$ cat src/rtl/bus_ic_pkg.sv
package bus_ic_pkg;

    typedef enum logic [1:0] {
        OWN_NONE,
        OWN_DBG,
        OWN_LDR,
        OWN_CORE
    } owner_e;

    localparam int NUM_MASTERS = 3;
    localparam int M_DBG  = 0;
    localparam int M_LDR  = 1;
    localparam int M_CORE = 2;

endpackage

$ cat src/rtl/bus_arbiter.sv
module bus_arbiter
    import bus_ic_pkg::*;
(
    input  logic [NUM_MASTERS-1:0] req,
    output owner_e                 owner,
    output logic [NUM_MASTERS-1:0] gnt
);

    // owner selection: fixed rank, debug > loader > core
    always_comb begin
        if (req[M_DBG])
            owner = OWN_DBG;
        else if (req[M_LDR])
            owner = OWN_LDR;
        else if (req[M_CORE])
            owner = OWN_CORE;
        else
            owner = OWN_NONE;
    end

    // grant outputs from owner state
    always_comb begin
        gnt = '0;
        unique case (owner)
            OWN_DBG:  gnt[M_DBG]  = 1'b1;
            OWN_LDR:  gnt[M_LDR]  = 1'b1;
            OWN_CORE: gnt[M_CORE] = 1'b1;
            OWN_NONE: gnt = '0;
            default:  gnt = '0;
        endcase
    end

    always_comb begin
        a_r1_grant_only_requester: assert ((gnt & ~req) == '0);
        a_r1_grant_when_asked: assert ((req == '0) || (gnt != '0));
    end

endmodule

$ cat src/rtl/bus_slave_decode.sv
module bus_slave_decode #(
    parameter int SEL_W = 4,
    localparam int NUM_SLAVES = 1 << SEL_W
) (
    input  logic [SEL_W-1:0]      idx,
    input  logic                  en,
    output logic [NUM_SLAVES-1:0] hit
);

    for (genvar k = 0; k < NUM_SLAVES; k++) begin : g_hit
        assign hit[k] = en && (idx == SEL_W'(k));
    end

    always_comb begin
        a_r3_single_strobe: assert ($countones(hit) <= 1);
        a_r3_strobe_needs_enable: assert (en || (hit == '0));
    end

endmodule

$ cat src/rtl/bus_interconnect.sv
module bus_interconnect
    import bus_ic_pkg::*;
#(
    parameter int ADDR_W = 32,
    parameter int DATA_W = 32,
    parameter int SEL_W  = 4,
    localparam int NUM_SLAVES = 1 << SEL_W,
    localparam int OFF_W      = ADDR_W - SEL_W
) (
    input  logic                         dbg_req,
    input  logic                         dbg_we,
    input  logic [ADDR_W-1:0]            dbg_addr,
    input  logic [DATA_W-1:0]            dbg_wdata,
    output logic [DATA_W-1:0]            dbg_rdata,
    input  logic                         ldr_req,
    input  logic                         ldr_we,
    input  logic [ADDR_W-1:0]            ldr_addr,
    input  logic [DATA_W-1:0]            ldr_wdata,
    output logic [DATA_W-1:0]            ldr_rdata,
    input  logic                         core_req,
    input  logic                         core_we,
    input  logic [ADDR_W-1:0]            core_addr,
    input  logic [DATA_W-1:0]            core_wdata,
    output logic [DATA_W-1:0]            core_rdata,
    output logic                         core_hold,
    output logic [NUM_MASTERS-1:0]       m_gnt,
    output logic [OFF_W-1:0]             s_addr,
    output logic [DATA_W-1:0]            s_wdata,
    output logic [NUM_SLAVES-1:0]        s_we,
    input  logic [NUM_SLAVES*DATA_W-1:0] s_rdata
);

    owner_e            owner;
    logic              bus_active;
    logic              bus_we;
    logic [ADDR_W-1:0] bus_addr;
    logic [DATA_W-1:0] bus_wdata;
    logic [SEL_W-1:0]  sel_idx;
    logic [DATA_W-1:0] rd_words [NUM_SLAVES];
    logic [DATA_W-1:0] rd_sel;

    bus_arbiter i_arb (
        .req   ({core_req, ldr_req, dbg_req}),
        .owner (owner),
        .gnt   (m_gnt)
    );

    // path mux from owner state
    always_comb begin
        bus_active = 1'b1;
        unique case (owner)
            OWN_DBG: begin
                bus_we = dbg_we;  bus_addr = dbg_addr;  bus_wdata = dbg_wdata;
            end
            OWN_LDR: begin
                bus_we = ldr_we;  bus_addr = ldr_addr;  bus_wdata = ldr_wdata;
            end
            OWN_CORE: begin
                bus_we = core_we; bus_addr = core_addr; bus_wdata = core_wdata;
            end
            default: begin
                bus_active = 1'b0;
                bus_we = 1'b0;    bus_addr = '0;        bus_wdata = '0;
            end
        endcase
    end

    assign sel_idx = bus_addr[ADDR_W-1 -: SEL_W];
    assign s_addr  = bus_addr[OFF_W-1:0];
    assign s_wdata = bus_wdata;

    bus_slave_decode #(.SEL_W(SEL_W)) i_dec (
        .idx (sel_idx),
        .en  (bus_active && bus_we),
        .hit (s_we)
    );

    for (genvar k = 0; k < NUM_SLAVES; k++) begin : g_rd
        assign rd_words[k] = s_rdata[k*DATA_W +: DATA_W];
    end
    assign rd_sel = rd_words[sel_idx];

    assign dbg_rdata  = m_gnt[M_DBG]  ? rd_sel : '0;
    assign ldr_rdata  = m_gnt[M_LDR]  ? rd_sel : '0;
    assign core_rdata = m_gnt[M_CORE] ? rd_sel : '0;

    assign core_hold = m_gnt[M_LDR] || (core_req && !m_gnt[M_CORE]);

    always_comb begin
        a_r1_onehot_grant: assert ($onehot0(m_gnt));
        a_r4_idle_no_write: assert (dbg_req || ldr_req || core_req || (s_we == '0));
        a_r7_hold_on_loss: assert (!core_req || m_gnt[M_CORE] || core_hold);
        a_r8_no_hold_when_owner: assert (!m_gnt[M_CORE] || !core_hold);
        a_r5_core_zero_when_loser: assert (m_gnt[M_CORE] || (core_rdata == '0));
    end

endmodule

$ cat config.mk
export PLATFORM = sky130hd
export DESIGN_NAME = bus_interconnect
export DESIGN_NICKNAME = d
export VERILOG_FILES = /design/src/rtl/bus_ic_pkg.sv /design/src/rtl/bus_arbiter.sv /design/src/rtl/bus_slave_decode.sv /design/src/rtl/bus_interconnect.sv
export SDC_FILE = /design/constraint.sdc
export NUM_CORES = 1
export LEC_CHECK = 0
export BUFFER_PORTS_ARGS = -buffer_cell sky130_fd_sc_hd__buf_2
export CAP_MARGIN = 10
export CORE_AREA = 2 2 343 345
export DETAILED_ROUTE_END_ITERATION = 16
export DIE_AREA = 0 0 345 347
export GPL_TIMING_DRIVEN = 0
export MAX_ROUTING_LAYER = met4
export PLACE_DENSITY_LB_ADDON = 0.15
export SLEW_MARGIN = 20
export SYNTH_ARGS = -nofsm -noshare
export SYNTH_HDL_FRONTEND = slang
export SYNTH_SLANG_ARGS = --single-unit
export TNS_END_PERCENT = 30
$ cat constraint.sdc
create_clock -name vclk -period 3
set_clock_uncertainty 0.1 [all_clocks]
set_input_delay 0.3 -clock vclk [all_inputs]
set_output_delay 0.3 -clock vclk [all_outputs]
set_load 0.02 [all_outputs]
After elaboration in Yosys (flattened, before gate mapping)
Index checks and enable logic that the tools add are counted.

storage, ports and cells
  register bits = 0
  input port bits = 710
  output and inout bits = 176

cells by class
  magnitude comparators = 1
  equal/unequal tests = 18
  multiplexer cells = 16
  bitwise gates (word level) = 1
  reductions and logical operators = 22

operators with widths
  cell                  count
  $pmux W32 S3          2
  $mux W32              5
  $bmux W32 S4          1
  $eq A4 B4 Y1 const B  8
  $logic_and A1 B1 Y1   18
  $eq A4 B3 Y1 const B  4
  $eq A4 B2 Y1 const B  2
  $mux W2               3
  $ge A5 B5 Y1 const B  1
  $not A4 Y5            1
  $eq A2 B2 Y1 const B  2
  $eq A4 B1 Y1 const B  1
  $logic_not A4 Y1      1
  $mux W1               4
  $pmux W1 S3           1
  $reduce_or A3 Y1      1
  $eq A2 B1 Y1 const B  1
  $logic_not A1 Y1      1
  $logic_or A1 B1 Y1    1

Logic depth before layout (Yosys ltp)
Gate-level depths: netlist of run 1.

  word-level depth = 10
  mapped depth = 11
  gate-level depth less buffers = 6

Hierarchy
From an unflattened synthesis of run 1, not the netlist that was laid out.

unflattened totals
  cells, all modules = 2159
  area, all modules = 14163.6 um^2

modules (own cells, without submodules)
  module            instances  cells an instance  area each (um^2)  sequential area each (um^2)
  bus_interconnect  1          2129               14004.7           0.0
  bus_slave_decode  1          23                 117.6             0.0
  bus_arbiter       1          7                  41.3              0.0

Worst setup path before layout of run 1
No wires, ideal clock.

  path kind = in2out
  start point = input dbg_req
  end point = output core_rdata[14]
  arrival time = 2.266 ns
  path slack = 0.334 ns
  cell stages on the path = 8
  buffers on the path = 2
  cell sequence = buf_2 -> a21o_1 -> o21a_1 -> clkbuf_1 -> mux2i_1 -> o22ai_1 -> or3_1 -> a221o_1

on the way
  word-level cells in the longest chain between the ends = 8
  elaborated cells on any way between the ends = 11

ends and longest elaborated chain
  item                                          RTL line                                   text
  start, declared                               bus_interconnect.sv:10                     input logic dbg_req,
  $mux W2 (*)                                   bus_arbiter.sv:11                          if (req[M_DBG])
  $eq A2 B2 Y1 (tied with other cells)          bus_arbiter.sv:24, bus_interconnect.sv:51
  $pmux W32 S3                                  bus_interconnect.sv:51                     unique case (owner)
  $not A4 Y5 (not written as such)              bus_interconnect.sv:81                     assign rd_sel = rd_words[sel_idx];
  $bmux W32 S4                                  bus_interconnect.sv:81
  $mux W32 (not written as such) (2 in series)  bus_interconnect.sv:81
  $mux W32 (*)                                  bus_interconnect.sv:85                     assign core_rdata = m_gnt[M_CORE] ? rd_sel : '0;
  end, declared                                 bus_interconnect.sv:24                     output logic [DATA_W-1:0] core_rdata,

Every way passes the cells marked *; elsewhere a longest branch is shown, timed or not. The select of a mux whose other input is x is not followed.

Worst setup path in the final report of run 1
  start point = input ldr_req
  end point = output core_rdata[18]

on the way
  word-level cells in the longest chain between the ends = 9
  elaborated cells on any way between the ends = 12

ends and longest elaborated chain
  item                                          RTL line                                   text
  start, declared                               bus_interconnect.sv:15                     input logic ldr_req,
  $mux W2 (*)                                   bus_arbiter.sv:13                          else if (req[M_LDR])
  $mux W2 (*)                                   bus_arbiter.sv:11
  $eq A2 B2 Y1 (tied with other cells)          bus_arbiter.sv:24, bus_interconnect.sv:51
  $pmux W32 S3                                  bus_interconnect.sv:51
  $not A4 Y5 (not written as such)              bus_interconnect.sv:81
  $bmux W32 S4                                  bus_interconnect.sv:81
  $mux W32 (not written as such) (2 in series)  bus_interconnect.sv:81
  $mux W32 (*)                                  bus_interconnect.sv:85

Marked as above.

==> impl_metrics.sql, run 1 <==
INSERT INTO impl_metrics (metric_group, metric, value, unit) VALUES
('run_status', 'status', 'finished, violations left', ''),
('run_status', 'violated_checks', 'setup timing', ''),
('grt', 'first_global_vias', '14500', ''),
('route', 'drt-pass1-iter-count', '5', ''),
('finish', 'flops_and_latches', '0', ''),
('finish', 'final_nets', '2905', ''),
('route', 'routedWlPerCell', '29.1', 'µm'),
('critical_path', 'critPathMaxStageDelay', '0.45', 'ns'),
('logic_synthesis', 'synth_compound_area_frac', '0.450', ''),
('logic_synthesis', 'share_of_cell_area_taken_by_muxes_after_synthesis', '0.176', ''),
('power_and_ir_drop', 'power_leakage', '7.90', 'nW'),
('logic_synthesis', 'yosysWarningCount', '0', ''),
('hold_path', 'hold_path.class', 'in -> out', ''),
('sta', 'fin_ws', '-0.125', 'ns'),
('finish', 'stdcell_area', '16200', 'µm²'),
('place', 'gp_routability_congestion', '0.862', ''),
('logic_synthesis', 'synthCells', '1270', ''),
('grt', 'met2_layer_usage_reported_by_global_route', '0.312', ''),
('critical_path', 'crit_path_top_delay_cell', 'sky130_fd_sc_hd__or3_4', ''),
('place', 'half_perimeter_wire_length_after_detailed_placement', '95200', 'µm'),
('logic_synthesis', 'postSynthAreaPerCell', '5.54', 'µm²'),
('grt', 'grt_busiest_layer', 'met2', ''),
('logic_synthesis', 'synth_top_family_by_area', 'compound AO/OA/AOI/OAI gates', ''),
('power_and_ir_drop', 'ir_drop', '0.0646', 'mV'),
('floorplanning', 'floorplan.die_area', '120000', 'µm²'),
('sta', 'period_minus_slack', '3.13', 'ns'),
('route', 'route.vias.total', '14100', ''),
('grt', 'globalRouteOverflowTotal', '0', ''),
('hold_path', 'worst_hold_path.num_cells', '4', ''),
('floorplanning', 'floorplan.initialDensity', '0.0608', ''),
('floorplanning', 'num_rows', '125', ''),
('logic_synthesis', 'synth_fp_nets', '1980', ''),
('sta', 'drv_slew', '0', ''),
('finish', 'fillers', '13800', ''),
('sta', 'timing_hold_violations_final', '0', ''),
('place', 'port-buffer-count', '885', ''),
('grt', 'grt_start_max_net_pins', '11', ''),
('route', 'initialDrtViolationCount', '976', ''),
('grt', 'overall_global_routing_usage', '0.177', ''),
('clocking', 'postCtsHoldBufs', '0', ''),
('finish', 'area.growth.synth_to_final', '131', '%'),
('sta', 'rsz0062_at_grt', 'true', ''),
('logic_synthesis', 'netlist-cell-type-count', '33', ''),
('critical_path', 'critical_path_peak_fanout', '10', ''),
('finish', 'most-common-layout-cells', '828 x sky130_fd_sc_hd__buf_2, 331 x sky130_fd_sc_hd__nand2_1, 185 x sky130_fd_sc_hd__a21oi_1', ''),
('sta', 'final-setup-viol-count', '46', ''),
('finish', 'cell_count_final_fillers_out', '3747', ''),
('route', 'post-route-drc-count', '0', ''),
('critical_path', 'crit_required', '2.60', 'ns'),
('critical_path', 'critical_path.cell_chain', 'buf_12 > and3b_2 > o21a_4 > clkbuf_4 > mux2i_1 > o22ai_1 > or3_4 > a221o_1 > buf_4', ''),
('floorplanning', 'boundary_pins', '886', ''),
('grt', 'grt_first_pass_wirelength', '139000', 'µm'),
('place', 'placement.cell_area', '13400', 'µm²'),
('critical_path', 'cp-start-kind', 'primary input', ''),
('place', 'dpl.cell_count', '3681', ''),
('critical_path', 'timing.critical_path.buf_inv', '3', ''),
('route', 'route.detailed.vias_per_inst', '3.77', ''),
('floorplanning', 'die_y', '347', 'µm'),
('hold_path', 'worstHoldStart', 'dbg_addr[24]', ''),
('critical_path', 'cp-end-kind', 'primary output', ''),
('critical_path', 'worst-endpoint-arrival', '2.73', 'ns'),
('logic_synthesis', 'synth_simple_gate_area_share', '0.295', ''),
('sta', 'min_period_over_period', '1.04', ''),
('finish', 'drive_above_1_share', '0.543', ''),
('sta', 'fmax', '0.320', 'GHz'),
('logic_synthesis', 'synth_fa_ha_area_frac', '0', ''),
('sta', 'worst_slew_pin_slew', '0.828', 'ns'),
('critical_path', 'crit_path_leading_delay_family', 'compound AO/OA/AOI/OAI gates', ''),
('finish', 'final_common_cell', 'sky130_fd_sc_hd__buf_2', ''),
('route', 'drtAntennaViolNets', '0', ''),
('logic_synthesis', 'synthesis.area', '7040', 'µm²');
report_power, final:
| group | total [mW] | internal (mW) | switching [mW] |
|---|---|---|---|
| Combinational | 3.87 | 1.54 | 2.33 |
| Clock | 0.00000131 | 0.00000131 | 0 |
| Sequential | 0 | 0 | 0 |
| Total | 3.87 | 1.54 | 2.33 |
synthesized netlist by cell type, types with 2 or more instances:
library cell | number | area [µm²]
sky130_fd_sc_hd__a21o_1 | 35 | 263
sky130_fd_sc_hd__a21oi_1 | 197 | 986
sky130_fd_sc_hd__a221o_1 | 45 | 450
sky130_fd_sc_hd__a221oi_1 | 4 | 35.0
sky130_fd_sc_hd__a22o_1 | 38 | 333
sky130_fd_sc_hd__a22oi_1 | 22 | 165
sky130_fd_sc_hd__a31oi_1 | 5 | 31.3
sky130_fd_sc_hd__and3b_1 | 2 | 17.5
sky130_fd_sc_hd__buf_1 | 8 | 30.0
sky130_fd_sc_hd__buf_2 | 27 | 135
sky130_fd_sc_hd__buf_4 | 4 | 30.0
sky130_fd_sc_hd__clkbuf_1 | 88 | 330
sky130_fd_sc_hd__inv_1 | 4 | 15.0
sky130_fd_sc_hd__mux2i_1 | 124 | 1240
sky130_fd_sc_hd__nand2_1 | 339 | 1270
sky130_fd_sc_hd__nand2_2 | 3 | 18.8
sky130_fd_sc_hd__nand2b_1 | 2 | 12.5
sky130_fd_sc_hd__nand3_1 | 2 | 10.0
sky130_fd_sc_hd__nand3b_1 | 4 | 30.0
sky130_fd_sc_hd__nor2_1 | 129 | 484
sky130_fd_sc_hd__o21a_1 | 2 | 15.0
sky130_fd_sc_hd__o21ai_0 | 62 | 310
sky130_fd_sc_hd__o22ai_1 | 67 | 419
sky130_fd_sc_hd__o2bb2ai_1 | 16 | 140
sky130_fd_sc_hd__or2_1 | 2 | 12.5
sky130_fd_sc_hd__or3_1 | 32 | 200
metal layers:
metal	part of all wire	vias up
li1	-	6516
met1	0.42	6797
met2	0.49	735
met3	0.069	77
met4	0.018	0
met5	0	-
through the flow:
stage | setup slack (ns) | hold WS (ns) | power, mW
floorplan | 0.334 | 0.698 | 1.40
global placement | -3.31 | 0.827 | 3.16
detailed placement | -2.07 | 0.818 | 3.17
CTS | -0.149 | 0.824 | 3.79
global route | -0.154 | 0.850 | 4.09
finish | -0.125 | 0.820 | 3.87
cell families after synthesis:
family	after synthesis
compound gates	496
buf+inv	132
mux	124
simple gates	518
final cells by class:
cell class	count	area (µm²)	share of cell area
antenna	30	75.1	0.00462
buffer	127	1260	0.0778
inverter	4	26.3	0.00162
multi-input combinational	1138	7650	0.471
tap	1524	1910	0.117
timing repair buffer	924	5330	0.328
repair_timing:
action | 4_1_cts | 5_1_grt
endpoints found under the setup margin | 175 | 101
gates cloned | 4 | 3
setup buffers | 28 | 4
gates resized for setup | 459 | 117
pin swaps | 56 | 47
worst max path at each step:
stage	from	endpoint	slack, ns	cells past startpoint
after floorplan	dbg_req	core_rdata[14]	0.33	8
after CTS	ldr_req	core_rdata[4]	-0.15	10
final	ldr_req	core_rdata[18]	-0.13	9
after global placement	dbg_req	dbg_rdata[3]	-3.31	9
after detailed placement	dbg_req	dbg_rdata[3]	-2.07	11
after global routing	ldr_req	core_rdata[4]	-0.15	10
(Power assumes the default switching activity.)
==> inputs of run 2 (changes only) <==
ABC_AREA = 1   (was unset)
CORE_AREA = 2 2 340 342   (was 2 2 343 345)
DIE_AREA = 0 0 342 344   (was 0 0 345 347)
SYNTH_HIERARCHICAL = 1   (was unset)
==> run 2 against run 1 <==
The flow still finishes with violations (setup timing). Non-clock buffer count up 109. Routed wire length up 3.4%. Synthesized area up 11%. Combinational power up 14%. Global-route usage up 0.70 points. Cell area up 6.3%. Fmax down 1.3%. Via count up 16%. Sequential share of layout area unchanged. Critical path depth up 6. Utilization up 1.1 points. Worst setup slack worse by 0.041 ns. Critical endpoint is now dbg_rdata[2].
==> impl_metrics.sql, run 2 <==
INSERT INTO impl_metrics (metric_group, metric, value, unit) VALUES
('run_status', 'status', 'finished, violations left', ''),
('run_status', 'violated_checks', 'setup timing', ''),
('critical_path', 'worst-setup-path-type', 'in -> out', ''),
('grt', 'overall_global_routing_usage', '0.184', ''),
('critical_path', 'critical_path_peak_fanout', '10', ''),
('place', 'half_perimeter_wire_length_after_detailed_placement', '98000', 'µm'),
('grt', 'first_global_vias', '16700', ''),
('logic_synthesis', 'yosysTopAreaCellShare', '0.329', ''),
('sta', 'timing.max_slew.rel_slack', '0.424', ''),
('floorplanning', 'boundary_pins', '886', ''),
('route', 'initialDrtViolationCount', '931', ''),
('floorplanning', 'num_rows', '124', ''),
('finish', 'final_nets', '3276', ''),
('grt', 'grt_start_max_net_pins', '15', ''),
('grt', 'grt_first_pass_wirelength', '143000', 'µm'),
('route', 'route.vias.total', '16300', ''),
('grt', 'grt_antenna_before_repair', '46', ''),
('route', 'drtAntennaViolNets', '0', ''),
('sta', 'fmax', '0.316', 'GHz'),
('route', 'routed_wirelength', '113000', 'µm'),
('floorplanning', 'dieWidth', '342', 'µm'),
('critical_path', 'crit_required', '2.60', 'ns'),
('sta', 'worst_slew_pin_slew', '0.864', 'ns'),
('route', 'routedWlPerCell', '27.5', 'µm'),
('logic_synthesis', 'synth_commonest_cells', '514 x sky130_fd_sc_hd__nand3_1, 491 x sky130_fd_sc_hd__nand2_1, 256 x sky130_fd_sc_hd__nand4_1', ''),
('sta', 'drv_slew', '0', ''),
('floorplanning', 'floorplan.initialDensity', '0.0686', ''),
('finish', 'area.growth.synth_to_final', '121', '%'),
('sta', 'timing_hold_violations_final', '0', ''),
('finish', 'final_common_cell', 'sky130_fd_sc_hd__buf_2', ''),
('grt', 'globalRouteOverflowTotal', '0', ''),
('logic_synthesis', 'synth_top_area_cell', 'sky130_fd_sc_hd__nand3_1', ''),
('hold_path', 'hold_path_end', 'm_gnt[2]', ''),
('logic_synthesis', 'netlist-cell-type-count', '19', ''),
('power_and_ir_drop', 'ir_drop', '0.0934', 'mV'),
('sta', 'final-setup-viol-count', '19', ''),
('route', 'route.detailed.vias_per_inst', '3.98', ''),
('logic_synthesis', 'synth_fp_nets', '2332', ''),
('finish', 'fillers', '13700', ''),
('floorplanning', 'floorplan.die_area', '118000', 'µm²'),
('sta', 'fin_ws', '-0.166', 'ns'),
('logic_synthesis', 'postSynthAreaPerCell', '4.82', 'µm²'),
('logic_synthesis', 'yosysWarningCount', '6', ''),
('finish', 'area_of_all_sequential_standard_cells', '0', 'µm²'),
('sta', 'period_minus_slack', '3.17', 'ns'),
('finish', 'nClkBuffers', '0', ''),
('hold_path', 'worst_hold_path.num_cells', '3', ''),
('logic_synthesis', 'seq_area_frac_synth', '0', ''),
('place', 'port-buffer-count', '886', ''),
('floorplanning', 'die_y', '344', 'µm'),
('finish', 'most-common-layout-cells', '862 x sky130_fd_sc_hd__buf_2, 453 x sky130_fd_sc_hd__nand2_1, 399 x sky130_fd_sc_hd__nand3_1', ''),
('critical_path', 'cp-end-kind', 'primary output', ''),
('critical_path', 'cp-start-kind', 'primary input', ''),
('power_and_ir_drop', 'total_power', '4.41', 'mW'),
('logic_synthesis', 'synthTopCellsByArea', 'sky130_fd_sc_hd__nand3_1 33%, sky130_fd_sc_hd__nand2_1 24%, sky130_fd_sc_hd__nand4_1 21%', ''),
('run', 'max_cap_violations', '0', ''),
('critical_path', 'worst-endpoint-arrival', '2.77', 'ns'),
('floorplanning', 'core_area', '114000', 'µm²'),
('finish', 'flops_and_latches', '0', ''),
('power_and_ir_drop', 'powerDensity', '255', 'nW/µm²'),
('finish', 'drive_above_1_share', '0.515', ''),
('logic_synthesis', 'synthesis.area', '7810', 'µm²'),
('logic_synthesis', 'yosys.cell_count.top_type', 'sky130_fd_sc_hd__nand3_1', ''),
('sta', 'rsz0062_at_grt', 'true', ''),
('hold_path', 'hold_path.class', 'in -> out', ''),
('route', 'post-route-drc-count', '0', ''),
('route', 'drt-pass1-iter-count', '5', ''),
('clocking', 'postCtsHoldBufs', '0', ''),
('hold_path', 'worstHoldStart', 'dbg_req', ''),
('power_and_ir_drop', 'power_leakage', '8.56', 'nW'),
('sta', 'fin_setup_tns', '-0.967', 'ns'),
('sta', 'min_period_over_period', '1.06', ''),
('logic_synthesis', 'synthCells', '1622', ''),
('place', 'gp_routability_congestion', '0.886', '');
-- run 2: report_power, final --
group	switching (mW)	internal [mW]	leakage [nW]
clock	0	0.00000129	0.000183
combinational	2.73	1.68	8.56
sequential	0	0	0
total	2.73	1.68	8.56
-- run 2: metrics by stage --
step                      worst slack, ns  hold WS [ns]  instances  instance area, µm²  utilization
after floorplan                     0.637         0.587       1622                7810            -
after global placement              -1.63         0.868       4020               14100        0.124
after detailed placement            -1.62         0.883       4020               14100        0.124
after CTS                          -0.133         0.852       4064               16400        0.144
after global routing               -0.202         0.849       4101               17300        0.152
final                              -0.166         0.851       4105               17300        0.152
-- run 2: layer usage --
metal | share of wire | global-route usage | vias up
met1 | 0.37 | 0.196 | 7857
met4 | 0.024 | 0.0372 | 0
met3 | 0.051 | 0.0219 | 97
met2 | 0.55 | 0.359 | 742
li1 | - | - | 7629
met5 | 0 | - | -
-- run 2: cell type report --
class,instances,area [µm²],area share
antenna,29,72.6,0.00420
timing repair buffer,954,5330,0.309
tap,1512,1890,0.110
multi-input combinational,1388,7680,0.445
inverter,16,92.6,0.00536
buffer,206,2200,0.127
-- run 2: worst max path at each step --
stage | from | slack [ns] | endpoint
finish | ldr_req | -0.17 | dbg_rdata[2]
global route | ldr_req | -0.20 | dbg_rdata[2]
CTS | ldr_req | -0.13 | core_rdata[2]
detailed placement | ldr_req | -1.62 | core_rdata[3]
global placement | ldr_req | -1.63 | dbg_rdata[16]
floorplan | ldr_req | 0.64 | core_rdata[22]
-- run 2: timing repair --
action / 4_1_cts / 5_1_grt
cloned: 3 / 2
setup endpoints to repair: 113 / 106
setup buffers: 47 / 16
hold endpoints to repair: 0 / 0
pin swaps: 45 / 42
gates resized for setup: 468 / 194
-- run 2: worst max-delay path, stage by stage --
cell	delay [ns]
sky130_fd_sc_hd__buf_8	0.11
sky130_fd_sc_hd__o21ai_4	0.19
sky130_fd_sc_hd__clkinv_4	0.13
sky130_fd_sc_hd__buf_12	0.18
sky130_fd_sc_hd__nand3_4	0.13
sky130_fd_sc_hd__buf_4	0.15
sky130_fd_sc_hd__buf_12	0.18
sky130_fd_sc_hd__buf_6	0.20
sky130_fd_sc_hd__nand4_1	0.34
sky130_fd_sc_hd__nand3_1	0.17
sky130_fd_sc_hd__nand3_1	0.17
sky130_fd_sc_hd__nand3_2	0.14
sky130_fd_sc_hd__nand2_4	0.09
sky130_fd_sc_hd__nor2_4	0.11
sky130_fd_sc_hd__buf_6	0.13
-- run 2: kinds of logic after synthesis --
kind of cell / after synthesis / share of synthesized area
AOI/OAI and AO/OA: 3 / 0.00288
buffers and inverters: 234 / 0.156
and+or+nand+nor: 1385 / 0.841
==> inputs of run 3 (changes only) <==
GPL_TIMING_DRIVEN = unset   (was 0)
REMOVE_ABC_BUFFERS = 1   (was unset)
==> run 3 against run 2 <==
The flow now finishes without violations. Final cell count shrank 1.7%. Combinational power shrank 17%. Global-route usage shrank 4.1 points. Fmax grew 9.2%. Non-clock buffer count shrank 75. Critical path type unchanged. Largest cell class is now non-clock buffers.
==> impl_metrics.sql, run 3 (synthesized netlist as in run 2, its figures left out) <==
INSERT INTO impl_metrics (metric_group, metric, value, unit) VALUES
('finish', 'stdcell_area', '15800', 'µm²'),
('route', 'route.detailed.vias_per_inst', '3.85', ''),
('power_and_ir_drop', 'ir_drop', '0.0704', 'mV'),
('floorplanning', 'dieWidth', '342', 'µm'),
('sta', 'min_period_over_period', '0.967', ''),
('critical_path', 'cp-end-kind', 'primary output', ''),
('finish', 'final_nets', '3201', ''),
('finish', 'area_of_all_sequential_standard_cells', '0', 'µm²'),
('critical_path', 'worst_path_most_repeated_cell', 'sky130_fd_sc_hd__nand2_1', ''),
('floorplanning', 'die_y', '344', 'µm'),
('power_and_ir_drop', 'power_leakage', '8.05', 'nW'),
('finish', 'area.growth.synth_to_final', '103', '%'),
('critical_path', 'critPathMaxStageDelay', '0.26', 'ns'),
('grt', 'first_global_vias', '15500', ''),
('critical_path', 'cp_num_cells', '17', ''),
('route', 'dr_wl_met3', '5000', 'µm'),
('critical_path', 'critical_path_peak_fanout', '19', ''),
('route', 'initialDrtViolationCount', '879', ''),
('route', 'met2WireLength', '46200', 'µm'),
('finish', 'finish.utilization', '0.139', ''),
('hold_path', 'worstHoldStart', 'dbg_addr[16]', ''),
('place', 'placement.cell_area', '15100', 'µm²'),
('route', 'routed_wirelength', '90400', 'µm'),
('route', 'top_signal_layer_used', 'met4', ''),
('route', 'route.vias.total', '15500', ''),
('grt', 'grt_first_pass_wirelength', '117000', 'µm'),
('critical_path', 'cp-start-kind', 'primary input', ''),
('place', 'gp_routability_congestion', '0.857', ''),
('place', 'dpl.cell_count', '3984', ''),
('sta', 'timing_hold_violations_final', '0', ''),
('floorplanning', 'floorplan.initialDensity', '0.0686', ''),
('critical_path', 'crit_required', '2.60', 'ns'),
('finish', 'most-common-layout-cells', '875 x sky130_fd_sc_hd__buf_2, 501 x sky130_fd_sc_hd__nand3_1, 476 x sky130_fd_sc_hd__nand2_1', ''),
('critical_path', 'crit_path_top_delay_cell', 'sky130_fd_sc_hd__a21oi_4', ''),
('finish', 'cell_count_final_fillers_out', '4034', ''),
('critical_path', 'crit_path_leading_delay_family', 'buffers and inverters', ''),
('run', 'max_cap_violations', '0', ''),
('sta', 'fin_setup_tns', '0', 'ns'),
('floorplanning', 'floorplan.die_area', '118000', 'µm²'),
('sta', 'period_minus_slack', '2.90', 'ns'),
('grt', 'overall_global_routing_usage', '0.142', ''),
('hold_path', 'hold_path_end', 's_addr[16]', ''),
('finish', 'final_common_cell', 'sky130_fd_sc_hd__buf_2', ''),
('hold_path', 'hold_path.class', 'in -> out', ''),
('critical_path', 'critical_path.cell_chain', 'buf_2 > buf_4 > nand2_2 > nand2_4 > nand2_1 > inv_2 > nand2_1 > nand2_1 > a21oi_4 > clkinv_2 > buf_12 > buf_4 > nand3_1 > nand3_1 > nand2_1 > nor2_1 > buf_2', ''),
('sta', 'timing.max_slew.rel_slack', '0.637', ''),
('place', 'placement.setup.worst_slack', '-0.189', 'ns'),
('power_and_ir_drop', 'total_power', '3.66', 'mW'),
('route', 'post-route-drc-count', '0', ''),
('place', 'half_perimeter_wire_length_after_detailed_placement', '75100', 'µm'),
('sta', 'drv_slew', '0', ''),
('sta', 'final-setup-viol-count', '0', ''),
('finish', 'fillers', '13800', ''),
('finish', 'drive_above_1_share', '0.457', ''),
('finish', 'nClkBuffers', '0', ''),
('grt', 'grt_start_max_net_pins', '62', ''),
('hold_path', 'worst_hold_path.num_cells', '4', ''),
('place', 'port-buffer-count', '886', ''),
('sta', 'fin_ws', '0.100', 'ns'),
('floorplanning', 'boundary_pins', '886', ''),
('sta', 'holdWs', '0.825', 'ns'),
('grt', 'globalRouteOverflowTotal', '0', ''),
('route', 'drtAntennaViolNets', '0', ''),
('floorplanning', 'core_area', '114000', 'µm²'),
('sta', 'rsz0062_at_grt', 'true', ''),
('route', 'routedWlPerCell', '22.4', 'µm'),
('route', 'drt-pass1-iter-count', '5', ''),
('grt', 'grt_antenna_before_repair', '41', ''),
('clocking', 'postCtsHoldBufs', '0', ''),
('run_status', 'status', 'finished clean', ''),
('sta', 'worst_slew_pin_slew', '0.543', 'ns'),
('finish', 'flops_and_latches', '0', ''),
('critical_path', 'timing.critical_path.buf_inv', '7', ''),
('power_and_ir_drop', 'powerDensity', '231', 'nW/µm²'),
('floorplanning', 'num_rows', '124', ''),
('route', 'drt-met1-wl', '37200', 'µm'),
('critical_path', 'worst-endpoint-arrival', '2.50', 'ns'),
('sta', 'fmax', '0.345', 'GHz'),
('critical_path', 'worst-setup-path-type', 'in -> out', '');
[run 3: cell count changes in the layout (fill, tap and decap cells not counted), moves of 23 or more]
cell,before,now
sky130_fd_sc_hd__nand3_1,399,501
sky130_fd_sc_hd__clkbuf_4,23,0
sky130_fd_sc_hd__buf_6,46,9
sky130_fd_sc_hd__nand2_1,453,476
sky130_fd_sc_hd__nand3_2,92,13
sky130_fd_sc_hd__nand3_4,28,5
[run 3: where the power goes]
part           internal, mW  switching (mW)  leakage, nW
registers                 0               0            0
logic                  1.47            2.20         8.05
clock network    0.00000139               0     0.000210
total                  1.47            2.20         8.05
[run 3: routing by layer]
layer | up-vias | GRT usage
li1 | 7477 | -
met1 | 7333 | 0.167
met2 | 661 | 0.251
met3 | 60 | 0.0209
met4 | 0 | 0.0411
met5 | - | -
[run 3: how the worst max path moves through the flow]
| stage | start | endpoint |
|---|---|---|
| final | core_req | ldr_rdata[2] |
| after global routing | ldr_req | core_rdata[5] |
| after CTS | ldr_req | dbg_rdata[25] |
| after detailed placement | dbg_req | core_rdata[31] |
| after global placement | ldr_req | core_rdata[27] |
| after floorplan | dbg_req | core_rdata[0] |
[run 3: what timing repair did]
action                     CTS  global route
resized for setup           15            52
pin swaps                    3             7
setup endpoints to repair   82            88
gates cloned                 2             8
setup buffers                2             5
[run 3: cell type report]
type                            instances  area (µm²)  share of cell area
Antenna cell                           33        82.6             0.00522
Inverter                               16        66.3             0.00419
Multi-Input combinational cell       1388        6760               0.427
Tap cell                             1512        1890               0.119
Timing Repair Buffer                 1085        7040               0.444
[run 3: worst min-delay path: cells and delay by family]
family	cells	cell delay (ns)
simple gates	2	0.10
buf+inv	2	0.22
